$ cat config.mk
export PLATFORM = sky130hd
export DESIGN_NAME = mp_uart
export DESIGN_NICKNAME = d
export VERILOG_FILES = /design/src/rtl/mp_uart.sv
export SDC_FILE = /design/constraint.sdc
export NUM_CORES = 1
export LEC_CHECK = 0
export BUFFER_PORTS_ARGS = -buffer_cell sky130_fd_sc_hd__buf_2
export CORE_UTILIZATION = 45
export DETAILED_ROUTE_END_ITERATION = 8
export PLACE_DENSITY_LB_ADDON = 0.05
export RECOVER_POWER = 25
export SETUP_SLACK_MARGIN = 0.5
export SKIP_CTS_REPAIR_TIMING = 1
export SLEW_MARGIN = 25
export SYNTH_ARGS = -nofsm -noshare
export SYNTH_HDL_FRONTEND = slang
export SYNTH_SLANG_ARGS = --single-unit
$ cat constraint.sdc
create_clock -name clk -period 3.42 [get_ports clk]
set_clock_uncertainty 0.15 [all_clocks]
set_input_delay 0.171 -clock clk [delete_from_list [all_inputs] [get_ports clk]]
set_output_delay 0.171 -clock clk [all_outputs]
set_load 0.005 [all_outputs]
$ cat src/rtl/mp_uart.sv
`timescale 1ns/1ps
module mp_uart (
  input  logic       clk,
  input  logic       rst_n,
  input  logic [1:0] addr,
  input  logic       wr,
  input  logic       rd,
  input  logic [7:0] wdata,
  output logic [7:0] rdata,
  input  logic       ext_tick,
  input  logic       rxd,
  output logic       txd,
  output logic       rx_int,
  output logic       tx_int
);
  localparam logic [1:0] A_DATA = 2'd0, A_CSR = 2'd1, A_DIV = 2'd2;

  logic [15:0] divr;
  logic        div_hi;
  logic [1:0]  pre;
  logic [14:0] dcnt;
  logic [1:0]  mode;
  logic        pen, tb8;

  wire wr_dat = wr && addr == A_DATA;
  wire wr_ctl = wr && addr == A_CSR;
  wire wr_div = wr && addr == A_DIV;
  wire rd_dat = rd && addr == A_DATA;
  wire rd_st  = rd && addr == A_CSR;
  wire long9  = mode[1];

  wire adv  = divr[15] | ext_tick;
  wire tick = adv && pre == 2'd3 && dcnt >= divr[14:0];

  always_ff @(posedge clk or negedge rst_n)
    if (!rst_n) begin
      divr <= '0; div_hi <= 1'b0; pre <= '0; dcnt <= '0;
    end else begin
      if (wr_div) begin
        if (div_hi) divr[15:8] <= wdata; else divr[7:0] <= wdata;
        div_hi <= ~div_hi;
      end
      if (adv) begin
        pre <= pre + 2'd1;
        if (pre == 2'd3) dcnt <= tick ? '0 : dcnt + 15'd1;
      end
    end

  // transmitter
  logic [7:0]  tx_buf;
  logic        tx_full, tx_busy, ti;
  logic [10:0] tx_sh;
  logic [3:0]  tx_left, tx_sub;

  wire [7:0] tx_byte  = (!long9 && pen) ? {^tx_buf[6:0], tx_buf[6:0]} : tx_buf;
  wire       tx_nin   = (mode == 2'b11 && pen) ? ^tx_buf : tb8;
  wire       tx_start = !tx_busy && tx_full;
  wire       tx_done  = tx_busy && tick && tx_sub == 4'd15 && tx_left == 4'd1;

  always_ff @(posedge clk or negedge rst_n)
    if (!rst_n) begin
      tx_buf <= '0; tx_full <= 1'b0; tx_busy <= 1'b0; tx_sh <= '1;
      tx_left <= '0; tx_sub <= '0; ti <= 1'b0; tb8 <= 1'b0; mode <= 2'b01; pen <= 1'b0;
    end else begin
      if (tx_start) begin
        tx_sh   <= long9 ? {1'b1, tx_nin, tx_byte, 1'b0} : {2'b11, tx_byte, 1'b0};
        tx_left <= long9 ? 4'd11 : 4'd10;
        tx_sub  <= '0;
        tx_busy <= 1'b1;
      end else if (tx_busy && tick) begin
        tx_sub <= tx_sub + 4'd1;
        if (tx_sub == 4'd15) begin
          tx_sh   <= {1'b1, tx_sh[10:1]};
          tx_left <= tx_left - 4'd1;
          if (tx_left == 4'd1) tx_busy <= 1'b0;
        end
      end
      if (wr_dat) begin tx_buf <= wdata; tx_full <= 1'b1; end
      else if (tx_start) tx_full <= 1'b0;
      if (wr_ctl) begin mode <= wdata[1:0]; pen <= wdata[2]; tb8 <= wdata[3]; end
      else if (tx_start) tb8 <= 1'b0;
      if (tx_done) ti <= 1'b1;
      else if (rd_st) ti <= 1'b0;
    end

  assign txd = tx_busy ? tx_sh[0] : 1'b1;

  // receiver
  logic [1:0] rsync, rv;
  logic       rx_busy, ri, fe, oe;
  logic [3:0] rx_sub, rx_cnt;
  logic [8:0] rx_sh, rb0, rb1;
  logic [1:0] rcnt;

  wire       rx_s    = rsync[1];
  wire       vote    = (rv[1] & rv[0]) | (rv[1] & rx_s) | (rv[0] & rx_s);
  wire [3:0] rx_last = long9 ? 4'd10 : 4'd9;
  wire       rx_mid  = rx_busy && tick && rx_sub == 4'd9;
  wire       rx_end  = rx_mid && rx_cnt == rx_last;
  wire [7:0] rx_data = long9 ? rx_sh[7:0] : rx_sh[8:1];
  wire       rx_nin  = long9 & rx_sh[8];
  wire       rx_flag = long9 ? ((mode[0] && pen) ? ^{rx_nin, rx_data} : rx_nin)
                             : (pen & ^rx_data);
  wire       push    = rx_end && !(mode == 2'b10 && !rx_nin);
  wire       pop     = rd_dat && rcnt != 2'd0;
  wire       ovf     = push && rcnt == 2'd2 && !pop;
  wire       ins     = push && !ovf;
  wire [8:0] rx_ent  = {rx_flag, rx_data};

  always_ff @(posedge clk or negedge rst_n)
    if (!rst_n) begin
      rsync <= 2'b11; rv <= '0; rx_busy <= 1'b0; rx_sub <= '0; rx_cnt <= '0; rx_sh <= '0;
    end else begin
      rsync <= {rsync[0], rxd};
      if (!rx_busy) begin
        if (tick && !rx_s) begin rx_busy <= 1'b1; rx_sub <= 4'd1; rx_cnt <= '0; end
      end else if (tick) begin
        rx_sub <= rx_sub + 4'd1;
        if (rx_sub == 4'd7 || rx_sub == 4'd8) rv <= {rv[0], rx_s};
        if (rx_sub == 4'd9) begin
          if ((rx_cnt == 4'd0 && vote) || rx_cnt == rx_last) rx_busy <= 1'b0;
          else begin
            if (rx_cnt != 4'd0) rx_sh <= {vote, rx_sh[8:1]};
            rx_cnt <= rx_cnt + 4'd1;
          end
        end
      end
    end

  always_ff @(posedge clk or negedge rst_n)
    if (!rst_n) begin
      rb0 <= '0; rb1 <= '0; rcnt <= '0; ri <= 1'b0; fe <= 1'b0; oe <= 1'b0;
    end else begin
      case ({ins, pop})
        2'b10: begin
          if (rcnt == 2'd0) rb0 <= rx_ent; else rb1 <= rx_ent;
          rcnt <= rcnt + 2'd1;
        end
        2'b01: begin rb0 <= rb1; rcnt <= rcnt - 2'd1; end
        2'b11: begin
          if (rcnt == 2'd1) rb0 <= rx_ent;
          else begin rb0 <= rb1; rb1 <= rx_ent; end
        end
        default: ;
      endcase
      if (ins) ri <= 1'b1; else if (rd_st) ri <= 1'b0;
      if (rx_end && !vote) fe <= 1'b1; else if (rd_st) fe <= 1'b0;
      if (ovf) oe <= 1'b1; else if (rd_st) oe <= 1'b0;
    end

  always_comb
    case (addr)
      A_DATA:  rdata = rb0[7:0];
      A_CSR:   rdata = {3'b000, oe, fe, rcnt != 2'd0 && rb0[8], ti, ri};
      default: rdata = 8'h00;
    endcase

  assign rx_int = ri;
  assign tx_int = ti;
endmodule

==> results by group <==
Status
  • Outcome: complete, no violations

Logic synthesis
  • Synth unique cells: 55
  • XOR/XNOR Fraction of Synth Area: 4.89%
  • Proportion of synthesized area in mux cells: 11.0%
  • Post-synthesis compound-gate area fraction: a little under an eighth
  • Post-Syn Instances: roughly 540
  • Synth async-reset ratio: 100%
  • Sequential area share after synthesis: 48.3%
  • Synth Net Count: 588
  • Syn Std Cell Area: slightly below 6000 µm²
  • Post-Synth Simple-Gate Area: 15.2%
  • Yosys reg bits: between 100 and 150
  • Yosys warning total: 0
  • Syn avg cell area: 10.7 µm²
  • Post-synthesis adder-cell area fraction: approximately 6%
  • Top_reg_cell synth: dfrtp_1
  • Number of synthesized flops with an enable pin: 0
  • Main combinational cell family by area after synthesis: simple AND/OR/NAND/NOR gates

Hold path
  • Worst min-delay path class: in2reg

STA
  • Final setup viols: 0
  • Max Clk Rate: 364 MHz
  • Fin. Hold Viols: 0
  • RSZ-0062 raised after global routing: no
  • TNS Setup: 0 ps
  • Fin. max-slew vios: 0
  • Slew margin rel.: approximately 1.3%
  • Tcrit/Tclk final: roughly 80%
  • Tmin final: ~2700 ps
  • Least-Margin Pin Slew: ~1500 ps

Clock tree
  • Clock root cell: clkbuf_16
  • Skew-Pair Late Insertion Delay: 350 ps
  • Clk buf depth: 2
  • CTS tree: done
  • CTS sink cnt: 112
  • Clock-pin slew on the worst setup and hold paths: approximately 70 ps
  • TritonCTS Buffers: 9
  • H-tree depth: 3

Placement
  • HPWL Detailed: 8470 µm
  • GP Congestion: 0.816
  • PortBufs: 26
  • Dpl cells: between 700 and 800

Floorplan
  • # rows: 41
  • Die X: ~120 µm
  • Core Area: 12600 µm²
  • # IOs: 27
  • Initial Utilization: 46.2%
  • Total Die Area: 13400 µm²
  • Die Span Y: 116 µm

Worst setup path
  • CP Max Fanout: 9
  • CP Data Arrival Time: roughly 2800 ps
  • Worst Setup End Kind: register
  • Crit path largest cell delay: slightly above 600 ps
  • Reg2reg start: dcnt[13]
  • Flop-to-flop setup slack: 670 ps
  • CP bufs+invs: 0
  • Worst EP required: 3510 ps
  • Worst setup path endpoint: rx_sh[8]
  • Cell family with most CP delay: simple AND/OR/NAND/NOR gates
  • CP startpoint kind: register
  • Reg-to-reg endpoint: rx_sh[8]
  • Worst reg2reg path depth: 6
  • Critical-path top delay cell: nor4_4
  • Beginning of the critical path: dcnt[13]
  • WP depth: 6
  • Critical setup path kind: reg2reg
  • Crit-path cells: ha_1, nand4_1, nor3_1, a21oi_2, nor4_4, mux2_2

Layout
  • Antenna Cells: 0
  • Post-route insts no fill: 759
  • Share of cells above drive strength 1: 19.8%
  • Layout fillers: 1170
  • Layout area overhead: 12.2%
  • Final nets: 626

Flow run
  • Max-capacitance violation count: 0

Routing
  • Residual DRC: 0
  • Routed Antenna Nets: 0
  • DRT iter0 DRCs: 286
  • Routed length per instance: 16.2 µm
  • Routed WL: 12300 µm
  • DR pass1 iterations: 4
  • Via density: about 5.3
  • Vias: 4006

GRT
  • Met1 Use GR: between 20% and 30%
  • GRT met3 Usage: 4.97%
  • Vias in the first global route: 3955
  • Largest net degree at the start of global routing: 58
  • Grt met2 use: a little under a third
  • Most used routing layer: met2
  • Gr usage total: around a fifth
  • Grt total ovfl: 0
  • First-pass GRT wire length: 20300 µm
  • Initial antenna violation count: 0

Power
  • Combinational Power Share: 22.0%
  • Part of the power in registers: 48.1%
  • Sw Ratio: between 20% and 30%
  • Leakage dissipation: between 3 and 4 nW
  • Switching power total: 1.03 mW
  • Clock power frac: 29.8%
  • Power Internal: 2.42 mW
  • Peak VDD IR: approximately 0.39 mV
  • PwrDens: between 500 and 600 nW/µm²
layout by cell type, fill, tap and decap left out, types with 3 or more instances in the layout:
| master | Yosys | final |
|---|---|---|
| mux2i_1 | 11 | 11 |
| nor4_1 | 3 | 3 |
| a221o_1 | 17 | 17 |
| nand3b_1 | 4 | 4 |
| dlygate4sd3_1 | 0 | 10 |
| nor2b_1 | 8 | 8 |
| a22o_1 | 9 | 9 |
| buf_4 | 1 | 7 |
| clkbuf_16 | 0 | 9 |
| a31oi_1 | 4 | 4 |
| nor2_1 | 45 | 45 |
| or3_1 | 3 | 3 |
| o21ai_0 | 29 | 29 |
| mux2_2 | 45 | 45 |
| nor3_1 | 3 | 3 |
| clkbuf_1 | 14 | 4 |
| a21oi_1 | 13 | 12 |
| a21o_1 | 5 | 5 |
| dfrtp_1 | 99 | 99 |
| nand4_1 | 10 | 10 |
| nand2_1 | 63 | 63 |
| nand2b_1 | 6 | 6 |
| nand3_1 | 13 | 13 |
| ha_1 | 28 | 28 |
| and3_1 | 3 | 3 |
| dfstp_2 | 13 | 13 |
| inv_1 | 27 | 27 |
| and2_1 | 5 | 4 |
| clkbuf_8 | 0 | 3 |
| buf_2 | 1 | 24 |
| xnor2_1 | 17 | 17 |
| xor2_1 | 13 | 13 |
| o31ai_1 | 3 | 3 |
routing by layer:
layer,vias to the layer above,wire length (µm)
met5,-,0
met4,0,116
met3,9,354
met2,45,5580
met1,1962,6220
li1,1990,-
registers in the layout, indices dropped and copies added (netlist names), 2 cells and up:
signal and flops:
dcnt 15, rb0 9, divr 16, rv 2, rsync 2, pre 2, rb1 9, rcnt 2
rx_sub 4, rx_sh 9, rx_cnt 4, tx_buf 8, mode 2, tx_sh 10, tx_sub 4, tx_left 4
power by group through the flow:
stage	combinational (mW)	sequential (mW)	clock, mW
after global routing	0.873	1.69	1.11
after floorplan	0.590	1.64	0
after CTS	0.767	1.66	1.06
after global placement	0.741	1.68	0
after detailed placement	0.764	1.68	0
final	0.761	1.66	1.03
tightest hold or removal path: stages:
cell     delay, ps
buf_2           90
nor2_1          70
xnor2_1        130
per-stage QoR:
step / util, % / instance area, µm² / worst slack [ps] / hold slack (ps) / power, mW
final: 51.9 / 6550 / 673 / 0.578 / 3.45
after global placement: 48.9 / 6170 / 778 / 126 / 2.42
after CTS: 51.2 / 6460 / 659 / -252 / 3.49
after global routing: 51.9 / 6550 / 504 / 34.7 / 3.67
after floorplan: - / 5830 / 912 / -275 / 2.23
after detailed placement: 48.9 / 6170 / 689 / 127 / 2.45
cells in the mapped netlist, drive strengths merged (3+ instances only):
library cell / count / area [µm²]
buf: 3 / 23.8
or3: 3 / 18.8
a221o: 17 / 170
nor4: 4 / 40.0
nor2b: 8 / 50.1
nand2: 63 / 236
nor3: 3 / 15.0
ha: 28 / 350
mux2i: 11 / 110
clkbuf: 14 / 52.6
o31ai: 3 / 22.5
a21o: 5 / 37.5
o21ai: 30 / 150
mux2: 47 / 529
a31oi: 4 / 25.0
xnor2: 17 / 149
dfrtp: 99 / 2480
a22o: 9 / 78.8
and3: 3 / 18.8
nand4: 11 / 75.1
and2: 6 / 40.0
nor2: 47 / 195
xor2: 13 / 114
nand3: 13 / 65.1
inv: 27 / 101
dfstp: 13 / 342
a21oi: 16 / 106
nand2b: 6 / 37.5
nand3b: 4 / 30.0
logic make-up after synthesis:
| family | Yosys count |
|---|---|
| xor+xnor | 31 |
| flops | 112 |
| fa+ha+maj | 29 |
| compound gates | 93 |
| mux | 58 |
| buf+inv | 44 |
| simple gates | 177 |
final cells by class:
type / instances / area, µm² / area share (%)
Inverter: 27 / 101 / 1.55
Clock inverter: 2 / 12.5 / 0.191
Clock buffer: 14 / 274 / 4.18
Sequential cell: 112 / 2820 / 43.0
Timing Repair Buffer: 44 / 285 / 4.36
Multi-Input combinational cell: 388 / 2840 / 43.4
Tap cell: 172 / 215 / 3.29
worst min-delay path by stage:
| stage | startpoint | to | depth (start not counted) |
|---|---|---|---|
| after floorplan | rst_n | dcnt[0] | 0 |
| after global placement | rst_n | rb0[7] | 1 |
| after detailed placement | rxd | rsync[0] | 1 |
| after CTS | rst_n | rb1[1] | 1 |
| after global routing | wr | div_hi | 3 |
| final | ext_tick | pre[0] | 3 |
(Power assumes the default switching activity.)
